--- src/rtl/intr_redirect_pkg.sv ---
package intr_redirect_pkg;

    // First selector value that maps onto the redirection table.
    localparam logic [7:0] SEL_BASE = 8'h10;

    localparam logic [2:0] DLV_FIXED  = 3'b000;
    localparam logic [2:0] DLV_LOWEST = 3'b001;

    typedef enum logic {
        TRIG_EDGE  = 1'b0,
        TRIG_LEVEL = 1'b1
    } trig_e;

    // One 64-bit redirection entry, MSB first.
    typedef struct packed {
        logic [7:0]  dest;      // 63:56
        logic [23:0] spare_hi;  // 55:32
        logic [14:0] spare_lo;  // 31:17
        logic        mask;      // 16
        trig_e       trig;      // 15
        logic        rirr;      // 14
        logic        pol;       // 13
        logic        dstat;     // 12
        logic        dst_mode;  // 11
        logic [2:0]  dlv_mode;  // 10:8
        logic [7:0]  vector;    // 7:0
    } redir_t;

    // Fields carried by one outgoing delivery message.
    typedef struct packed {
        logic [7:0] vector;
        logic [7:0] dest;
        logic       dst_mode;
        logic [2:0] dlv_mode;
        logic       level;
    } msg_t;

    function automatic redir_t entry_reset();
        redir_t e;
        e = '0;
        e.mask = 1'b1;
        return e;
    endfunction

    // Lower-half write: status bits are not writable by software.
    function automatic redir_t merge_lower(redir_t old, logic [31:0] w);
        redir_t e;
        e = {old[63:32], w};
        e.dstat = 1'b0;
        e.rirr  = old.rirr;
        return e;
    endfunction

    function automatic redir_t merge_upper(redir_t old, logic [31:0] w);
        redir_t e;
        e = {w, old[31:0]};
        return e;
    endfunction

    function automatic logic mode_ok(logic [2:0] m);
        return (m == DLV_FIXED) || (m == DLV_LOWEST);
    endfunction

endpackage

--- src/rtl/ir_sel_decode.sv ---
module ir_sel_decode
    import intr_redirect_pkg::*;
#(
    parameter int NUM_PINS = 8,
    parameter int IDX_W    = (NUM_PINS > 1) ? $clog2(NUM_PINS) : 1
) (
    input  logic                clk,
    input  logic                rst,
    input  logic                sel_we,
    input  logic [7:0]          sel_wdata,
    input  logic                data_we,
    output logic [NUM_PINS-1:0] wr_lo,
    output logic [NUM_PINS-1:0] wr_hi,
    output logic [IDX_W-1:0]    rd_idx,
    output logic                rd_upper,
    output logic                rd_valid
);

    localparam logic [6:0] PINS7 = 7'(NUM_PINS);

    logic [7:0] sel_q;
    logic [7:0] off;
    logic [6:0] ent_num;

    always_ff @(posedge clk) begin
        if (rst)
            sel_q <= '0;
        else if (sel_we)
            sel_q <= sel_wdata;
    end

    assign off      = sel_q - SEL_BASE;
    assign ent_num  = off[7:1];
    assign rd_valid = (sel_q >= SEL_BASE) && (ent_num < PINS7);
    assign rd_upper = off[0];
    assign rd_idx   = ent_num[IDX_W-1:0];

    for (genvar gi = 0; gi < NUM_PINS; gi++) begin : g_wr
        assign wr_lo[gi] = data_we && rd_valid && (ent_num == 7'(gi)) && !off[0];
        assign wr_hi[gi] = data_we && rd_valid && (ent_num == 7'(gi)) &&  off[0];
    end

endmodule

--- src/rtl/ir_edge_detect.sv ---
module ir_edge_detect #(
    parameter int NUM_PINS = 8
) (
    input  logic                clk,
    input  logic                rst,
    input  logic [NUM_PINS-1:0] lines,
    output logic [NUM_PINS-1:0] rise
);

    logic [NUM_PINS-1:0] prev_q;

    always_ff @(posedge clk) begin
        if (rst)
            prev_q <= '0;
        else
            prev_q <= lines;
    end

    assign rise = lines & ~prev_q;

endmodule

--- src/rtl/ir_eoi_match.sv ---
module ir_eoi_match #(
    parameter int NUM_PINS = 8
) (
    input  logic                     eoi_valid,
    input  logic [7:0]               eoi_vector,
    input  logic [NUM_PINS-1:0][7:0] vectors,
    output logic [NUM_PINS-1:0]      hit
);

    // Lowest-numbered matching entry takes the EOI.
    always_comb begin
        logic found;
        found = 1'b0;
        hit   = '0;
        for (int i = 0; i < NUM_PINS; i++) begin
            if (eoi_valid && !found && (vectors[i] == eoi_vector)) begin
                hit[i] = 1'b1;
                found  = 1'b1;
            end
        end
    end

endmodule

--- src/rtl/ir_issue.sv ---
module ir_issue
    import intr_redirect_pkg::*;
#(
    parameter int NUM_PINS = 8,
    parameter int IDX_W    = (NUM_PINS > 1) ? $clog2(NUM_PINS) : 1
) (
    input  logic                clk,
    input  logic                rst,
    input  logic [NUM_PINS-1:0] pending,
    input  msg_t                cand [NUM_PINS],
    output logic [NUM_PINS-1:0] grant,
    output logic                out_valid,
    output logic                out_err,
    output msg_t                out_msg
);

    logic [IDX_W-1:0] pick;
    logic             any;

    always_comb begin
        grant = '0;
        pick  = '0;
        any   = 1'b0;
        for (int i = 0; i < NUM_PINS; i++) begin
            if (pending[i] && !any) begin
                grant[i] = 1'b1;
                pick     = IDX_W'(i);
                any      = 1'b1;
            end
        end
    end

    always_ff @(posedge clk) begin
        if (rst) begin
            out_valid <= 1'b0;
            out_err   <= 1'b0;
            out_msg   <= '0;
        end else begin
            out_valid <= any &&  mode_ok(cand[pick].dlv_mode);
            out_err   <= any && !mode_ok(cand[pick].dlv_mode);
            if (any)
                out_msg <= cand[pick];
        end
    end

endmodule

--- src/rtl/intr_redirect.sv ---
module intr_redirect
    import intr_redirect_pkg::*;
#(
    parameter int NUM_PINS = 8
) (
    input  logic                clk,
    input  logic                rst,
    input  logic                reg_wr_en,
    input  logic                reg_wr_sel,
    input  logic [31:0]         reg_wdata,
    output logic [31:0]         reg_rdata,
    input  logic [NUM_PINS-1:0] irq_in,
    input  logic                eoi_valid,
    input  logic [7:0]          eoi_vector,
    output logic                msg_valid,
    output logic [7:0]          msg_vector,
    output logic [7:0]          msg_dest,
    output logic                msg_dest_mode,
    output logic [2:0]          msg_dlv_mode,
    output logic                msg_level,
    output logic                mode_err
);

    localparam int IDX_W = (NUM_PINS > 1) ? $clog2(NUM_PINS) : 1;

    logic [NUM_PINS-1:0]      wr_lo, wr_hi, rise, eoi_hit, fire_vec, grant;
    logic [NUM_PINS-1:0]      pending_q, rirr_vec;
    logic [NUM_PINS-1:0][7:0] vec_list;
    logic [IDX_W-1:0]         rd_idx;
    logic                     rd_upper, rd_valid;
    redir_t                   entries [NUM_PINS];
    msg_t                     cand    [NUM_PINS];
    msg_t                     msg_q;

    ir_sel_decode #(.NUM_PINS(NUM_PINS), .IDX_W(IDX_W)) u_sel (
        .clk      (clk),
        .rst      (rst),
        .sel_we   (reg_wr_en && reg_wr_sel),
        .sel_wdata(reg_wdata[7:0]),
        .data_we  (reg_wr_en && !reg_wr_sel),
        .wr_lo    (wr_lo),
        .wr_hi    (wr_hi),
        .rd_idx   (rd_idx),
        .rd_upper (rd_upper),
        .rd_valid (rd_valid)
    );

    ir_edge_detect #(.NUM_PINS(NUM_PINS)) u_edge (
        .clk  (clk),
        .rst  (rst),
        .lines(irq_in),
        .rise (rise)
    );

    ir_eoi_match #(.NUM_PINS(NUM_PINS)) u_eoi (
        .eoi_valid (eoi_valid),
        .eoi_vector(eoi_vector),
        .vectors   (vec_list),
        .hit       (eoi_hit)
    );

    for (genvar gi = 0; gi < NUM_PINS; gi++) begin : g_pin
        redir_t ent_q, wrote, nxt;
        logic   rirr_mid, fire;

        always_comb begin
            wrote = ent_q;
            if (wr_lo[gi])
                wrote = merge_lower(ent_q, reg_wdata);
            else if (wr_hi[gi])
                wrote = merge_upper(ent_q, reg_wdata);

            // EOI clears remote-IRR before any re-arm is considered.
            rirr_mid = eoi_hit[gi] ? 1'b0 : ent_q.rirr;
            nxt      = wrote;
            nxt.rirr = rirr_mid;
            fire     = 1'b0;

            if (!wrote.mask) begin
                if (wrote.trig == TRIG_EDGE) begin
                    fire = rise[gi];
                end else if (!rirr_mid && irq_in[gi] &&
                             (rise[gi] || eoi_hit[gi] || wr_lo[gi])) begin
                    fire     = 1'b1;
                    nxt.rirr = 1'b1;
                end
            end
        end

        always_ff @(posedge clk) begin
            if (rst)
                ent_q <= entry_reset();
            else
                ent_q <= nxt;
        end

        assign entries[gi]  = ent_q;
        assign vec_list[gi] = ent_q.vector;
        assign fire_vec[gi] = fire;
        assign rirr_vec[gi] = ent_q.rirr;
        assign cand[gi]     = '{vector:   ent_q.vector,
                                dest:     ent_q.dest,
                                dst_mode: ent_q.dst_mode,
                                dlv_mode: ent_q.dlv_mode,
                                level:    (ent_q.trig == TRIG_LEVEL)};
    end

    always_ff @(posedge clk) begin
        if (rst)
            pending_q <= '0;
        else
            pending_q <= (pending_q & ~grant) | fire_vec;
    end

    ir_issue #(.NUM_PINS(NUM_PINS), .IDX_W(IDX_W)) u_issue (
        .clk      (clk),
        .rst      (rst),
        .pending  (pending_q),
        .cand     (cand),
        .grant    (grant),
        .out_valid(msg_valid),
        .out_err  (mode_err),
        .out_msg  (msg_q)
    );

    // Data window: delivery status shows a waiting delivery.
    always_comb begin
        logic [63:0] shown;
        shown     = entries[rd_idx];
        shown[12] = shown[12] | pending_q[rd_idx];
        if (!rd_valid)
            reg_rdata = '0;
        else if (rd_upper)
            reg_rdata = shown[63:32];
        else
            reg_rdata = shown[31:0];
    end

    assign msg_vector    = msg_q.vector;
    assign msg_dest      = msg_q.dest;
    assign msg_dest_mode = msg_q.dst_mode;
    assign msg_dlv_mode  = msg_q.dlv_mode;
    assign msg_level     = msg_q.level;

endmodule

--- config.mk ---
export PLATFORM = sky130hd
export DESIGN_NAME = intr_redirect
export DESIGN_NICKNAME = d
export VERILOG_FILES = /design/src/rtl/intr_redirect_pkg.sv /design/src/rtl/ir_sel_decode.sv /design/src/rtl/ir_edge_detect.sv /design/src/rtl/ir_eoi_match.sv /design/src/rtl/ir_issue.sv /design/src/rtl/intr_redirect.sv
export SDC_FILE = /design/constraint.sdc
export NUM_CORES = 2
export LEC_CHECK = 0
export CAP_MARGIN = 30
export CORE_MARGIN = 2
export CORE_UTILIZATION = 37
export DETAILED_ROUTE_END_ITERATION = 16
export PLACE_DENSITY = 0.49
export SKIP_LAST_GASP = 1
export SLEW_MARGIN = 30
export SYNTH_ARGS = -nofsm -noshare
export SYNTH_HDL_FRONTEND = slang
export SYNTH_SLANG_ARGS = --single-unit
--- constraint.sdc ---
create_clock -name clk -period 7.2 [get_ports clk]
set_clock_uncertainty 0.15 [all_clocks]
set_input_delay 1.44 -clock clk [delete_from_list [all_inputs] [get_ports clk]]
set_output_delay 1.44 -clock clk [all_outputs]
set_load 0.02 [all_outputs]
Word-level counts from Yosys, hierarchy flattened
Cells that the tools add are included.
{"block": "totals", "wordCells": 358, "in_bits": 53, "ff_bits": 551}
{"block": "classes", "order_cmp": 5, "n_mux": 110, "n_eq_ne": 16, "reduce_logical": 120, "bitwise": 16, "n_addsub": 1}
{"operator": "32-bit two-way mux", "count": 10}
{"operator": "64-bit binary-select mux with 3-bit select", "count": 1}
{"operator": "64-bit two-way mux", "count": 2}
{"operator": "1-bit two-way mux", "count": 87}
{"operator": "1-bit logical AND", "count": 68}
{"operator": "8-bit equality test", "count": 8}
{"operator": "21-bit binary-select mux with 3-bit select", "count": 1}
{"operator": "21-bit two-way mux", "count": 2}
{"operator": "7-bit by 3-bit equality test with 1-bit output (second input constant)", "count": 4}
{"operator": "1-bit zero test", "count": 25}
{"operator": "1-bit logical OR", "count": 17}
{"operator": "8-bit bitwise AND", "count": 2}
{"operator": "8-bit inverter", "count": 2}
{"operator": "2-bit AND reduction", "count": 8}
{"operator": "7-bit by 2-bit equality test with 1-bit output (second input constant)", "count": 2}
{"operator": "3-bit two-way mux", "count": 4}
{"operator": "4-bit greater-or-equal comparator (second input constant)", "count": 2}
{"operator": "8-bit by 5-bit greater-or-equal comparator with 1-bit output (second input constant)", "count": 1}
{"operator": "1-bit inverter", "count": 8}
{"operator": "3-bit inverter with 4-bit output", "count": 2}
{"operator": "8-bit OR", "count": 1}
{"operator": "8-bit by 5-bit subtractor with 8-bit output (second input constant)", "count": 1}
{"operator": "7-bit by 1-bit equality test with 1-bit output (second input constant)", "count": 1}
{"operator": "7-bit zero test", "count": 1}
{"operator": "7 further kinds", "count": 8}

Longest topological paths before layout
{"block": "depth", "word_depth": 39, "depth_mapped": 10, "mapped_depth_nobuf": 8}

By module
A second synthesis with hierarchy kept.
{"block": "hier_totals", "hier_cells": 3125, "area_unflattened_um2": 26928.3}
{"mod": "intr_redirect", "cells_per_inst": 2592, "area_each_um2": 22758.1, "n_inst": 1}
{"mod": "ir_issue", "cells_per_inst": 329, "area_each_um2": 2449.8, "n_inst": 1}
{"mod": "ir_eoi_match", "cells_per_inst": 110, "area_each_um2": 879.6, "n_inst": 1}
{"mod": "ir_sel_decode", "cells_per_inst": 70, "area_each_um2": 580.6, "n_inst": 1}
{"mod": "ir_edge_detect", "cells_per_inst": 24, "area_each_um2": 260.2, "n_inst": 1}

Worst setup path after synthesis
No wires, ideal clock.
{"block": "synth_path", "path_kind": "flip-flop to output port", "start": "reg u_sel.sel_q[2]", "end": "out reg_rdata[24]", "t_arrival_ns": 2.307, "t_required_ns": 5.610, "setup_slack_ns": 3.303, "stages_incl_launch_ff": 6, "cell_sequence": "dfxtp_1 -> clkbuf_1 -> buf_1 -> mux4_2 -> mux4_2 -> nor2b_1"}
{"block": "synth_via", "elab_chain_cells": 7}
{"item": "from (decl)", "line": "ir_sel_decode.sv:21", "source": "logic [7:0] sel_q;"}
{"item": "from (signal assigned)", "line": "ir_sel_decode.sv:29", "source": "sel_q <= sel_wdata;"}
{"item": "8-bit by 5-bit subtractor with 8-bit output", "line": "ir_sel_decode.sv:32", "source": "assign off = sel_q - SEL_BASE;"}
{"item": "3-bit inverter with 4-bit output (not written as such)", "line": "intr_redirect.sv:129", "source": "shown = entries[rd_idx];"}
{"item": "64-bit binary-select mux with 3-bit select", "line": "intr_redirect.sv:129"}
{"item": "64-bit two-way mux (not written as such) (2 in series)", "line": "intr_redirect.sv:129"}
{"item": "32-bit two-way mux", "line": "intr_redirect.sv:133", "source": "else if (rd_upper)"}
{"item": "32-bit two-way mux *", "line": "intr_redirect.sv:131", "source": "if (!rd_valid)"}
{"item": "to (decl)", "line": "intr_redirect.sv:11", "source": "output logic [31:0] reg_rdata,"}
Mark *: on every way between the ends. The rest lies on a longest branch, timed or not. The select of a mux whose other input is x is not followed.

Worst setup path in the final report
{"block": "layout_path", "start": "reg u_sel.sel_q[1]", "end": "out reg_rdata[16]"}
The elaborated chain is that of the path after synthesis.

==> out/metrics.cfg <==
[yosys]
synth_seq_cells=551
synth-main-ff-cell=dfxtp_1
yosys-top-cells-area=dfxtp_1 (43%), nand2_1 (16%), mux4_2 (15%), a21oi_1 (10%), clkbuf_1 (3.6%)
synth_cell_types=66
synthMostInstantiatedCell=nand2_1
yosys_warnings=0
syn_area_um2=25900
synthArstFlopShare=0
synth_top_area_share=0.427
synth_top_cell_by_area=dfxtp_1
syn_nets=3101
syn-mean-instance-area_um2=8.49
synth_common_cells=nand2_1 (1,076), dfxtp_1 (551), a21oi_1 (524)
syn_inst=3046
synth_edf_count=0
yosysSeqAreaShare=0.427

[critical_path]
worstSetupPathType=register to output pin
cp_num_buf_inv=3
crit_path_max_incr_delay_ps=600
crit_fanout=36
crit_slowest_cell=buf_4
critPathArrivalTime_ps=4020
path_cells=buf_16 > buf_4 > mux4_2 > mux4_2 > nor2b_1 > clkdlybuf4s50_1
critical_path.endpoint_type=output pin
path_common_cell=mux4_2
critPathTopFamily=buffers and inverters
cp_data_required_time_ps=5610
critPathLaunchType=register

[detailed_routing]
wire_per_inst_um=24.7
vias=22400
drt-initial-drc-count=2301
via_per_inst=5.65
drc_errors=0
drt-total-wl_um=97600
dr.pass1.iters=6
ant_nets=0

[clock_network]
cts_tree=done
insertion_delay_ps=630
h-tree-depth=2
postCtsSetupBuffers=0
clk_pin_slew_ps=60
clk_path_buf_depth=3
cts_hold_buf=0
cts_sinks=551
cts_resized=0
root_buffer=clkbuf_16
numCtsBuffers=60

[cells_and_area]
fin_nets=3030
regArea_um2=11000
fillers=6769
final_util=0.432
multi_input_area_um2=13800
syn_to_final_growth_pct=15.2
final_area_um2=29800
drive_above_1_share=0.129

[placed_design]
gp_congestion=0.920
dpl_cell_area_um2=27600
io_buffers=107
hpwl_um=59900

[sta]
hold_slack_ps=299
max_freq_mhz=178
worst-slew-pin-transition_ps=1030
period_share=0.780
fin_tns_setup_ps=0
drv_slew=0
slew_headroom=0.315
rsz0062_at_grt=no
fin_crit_ps=5610
finalHoldViolCount=0
setup-violations-final=0

[floorplanning]
die_h_um=268
dieArea_um2=72000
rows=96
start_util=0.375
ioPinCount=108
die-width_um=268
core_area_um2=68900

[global_route]
grt-ovfl-total=0
grt_pass1_wl_um=143000
antenna_found_initial=4
grt_pass1_vias=21500
grt_max_degree=87
track_usage=0.269

[run_status]
status=completed

[power_and_ir_drop]
p_leak_nw=9.51
vdd_drop_max_uv=164
power.total_mw=6.68
power.density_nw_per_um2=224

[worst_hold_path]
hold_path.class=register to register

[run]
max_cap_viol_count=0

## cell usage in the layout, fill, tap and decap left out, drive strengths merged, types with 3 or more instances in the layout
cell | synthesis | layout
a21boi | 3 | 3
a21oi | 524 | 524
a311oi | 15 | 15
a31oi | 4 | 4
and3 | 19 | 19
buf | 51 | 61
bufinv | 0 | 6
clkbuf | 249 | 93
clkdlybuf4s50 | 0 | 106
clkinv | 0 | 10
dfxtp | 551 | 551
inv | 15 | 15
mux2 | 18 | 18
mux2i | 49 | 49
mux4 | 167 | 167
nand2 | 1076 | 1076
nand2b | 7 | 7
nand3 | 20 | 20
nand4 | 14 | 14
nor2 | 28 | 28
nor2b | 42 | 42
nor3 | 13 | 13
nor3b | 5 | 5
nor4 | 17 | 17
nor4b | 3 | 3
o211ai | 10 | 10
o21ai | 12 | 12
o221ai | 14 | 14
o31ai | 8 | 8
or2 | 6 | 6
or4 | 3 | 3
xnor2 | 49 | 49
xor2 | 17 | 17
## flip-flops by register name, summed over array words and instances, names as in the netlist
signal,flops
entries,336
u_issue.out_valid,1
pending_q,8
u_edge.prev_q,8
u_issue.out_msg,21
cand,168
u_sel.sel_q,8
u_issue.out_err,1
## final timing paths
path	startpoint	to	slack [ps]	depth (start not counted)
max reg2reg	u_sel.sel_q[0]	entries[99]	3380	6
min	entries[154]	entries[154]	300	2
min reg2reg	entries[154]	entries[154]	300	2
max	u_sel.sel_q[1]	reg_rdata[16]	1590	6
## cell type report
class,instances,area share
Tap cell,931,0.0391
Clock inverter,16,0.00823
Timing Repair Buffer,167,0.0540
Sequential cell,551,0.371
Inverter,15,0.00189
Clock buffer,93,0.0637
Antenna cell,1,0.0000840
Multi-Input combinational cell,2180,0.462
## worst min-delay path: cells and delay by family (launching register included)
kind | cells | cell delay [ps]
simple gates | 1 | 50
flops | 1 | 310
compound gates | 1 | 50
## power by group
group / internal, mW / total (mW) / switching (mW) / leakage [nW]
combinational: 0.0888 / 0.287 / 0.198 / 4.00
sequential: 3.05 / 3.06 / 0.0122 / 4.44
clock: 2.02 / 3.33 / 1.31 / 1.07
## through the flow
stage	setup WS, ps	instances
after detailed placement	1960	3842
after global placement	1990	3841
after CTS	1290	3951
after floorplan	3300	3046
after global routing	1430	3953
final	1590	3954
## routing by layer
layer,vias up,global-route usage,share of wire
met3,165,0.0537,0.083
met4,6,0.0880,0.032
met2,935,0.430,0.46
met1,11000,0.365,0.42
li1,10300,-,-
met5,-,0,0.00037
## logic make-up after synthesis
group | Yosys count | synth area share
and+or+nand+nor | 1267 | 0.202
AOI/OAI and AO/OA | 611 | 0.128
DFF | 551 | 0.427
buffers and inverters | 315 | 0.0484
muxes | 234 | 0.172
xor gates and xnor gates | 66 | 0.0224
adders and majority gates | 2 | 0.000968
Note: power is estimated with default switching activity, not from simulation.
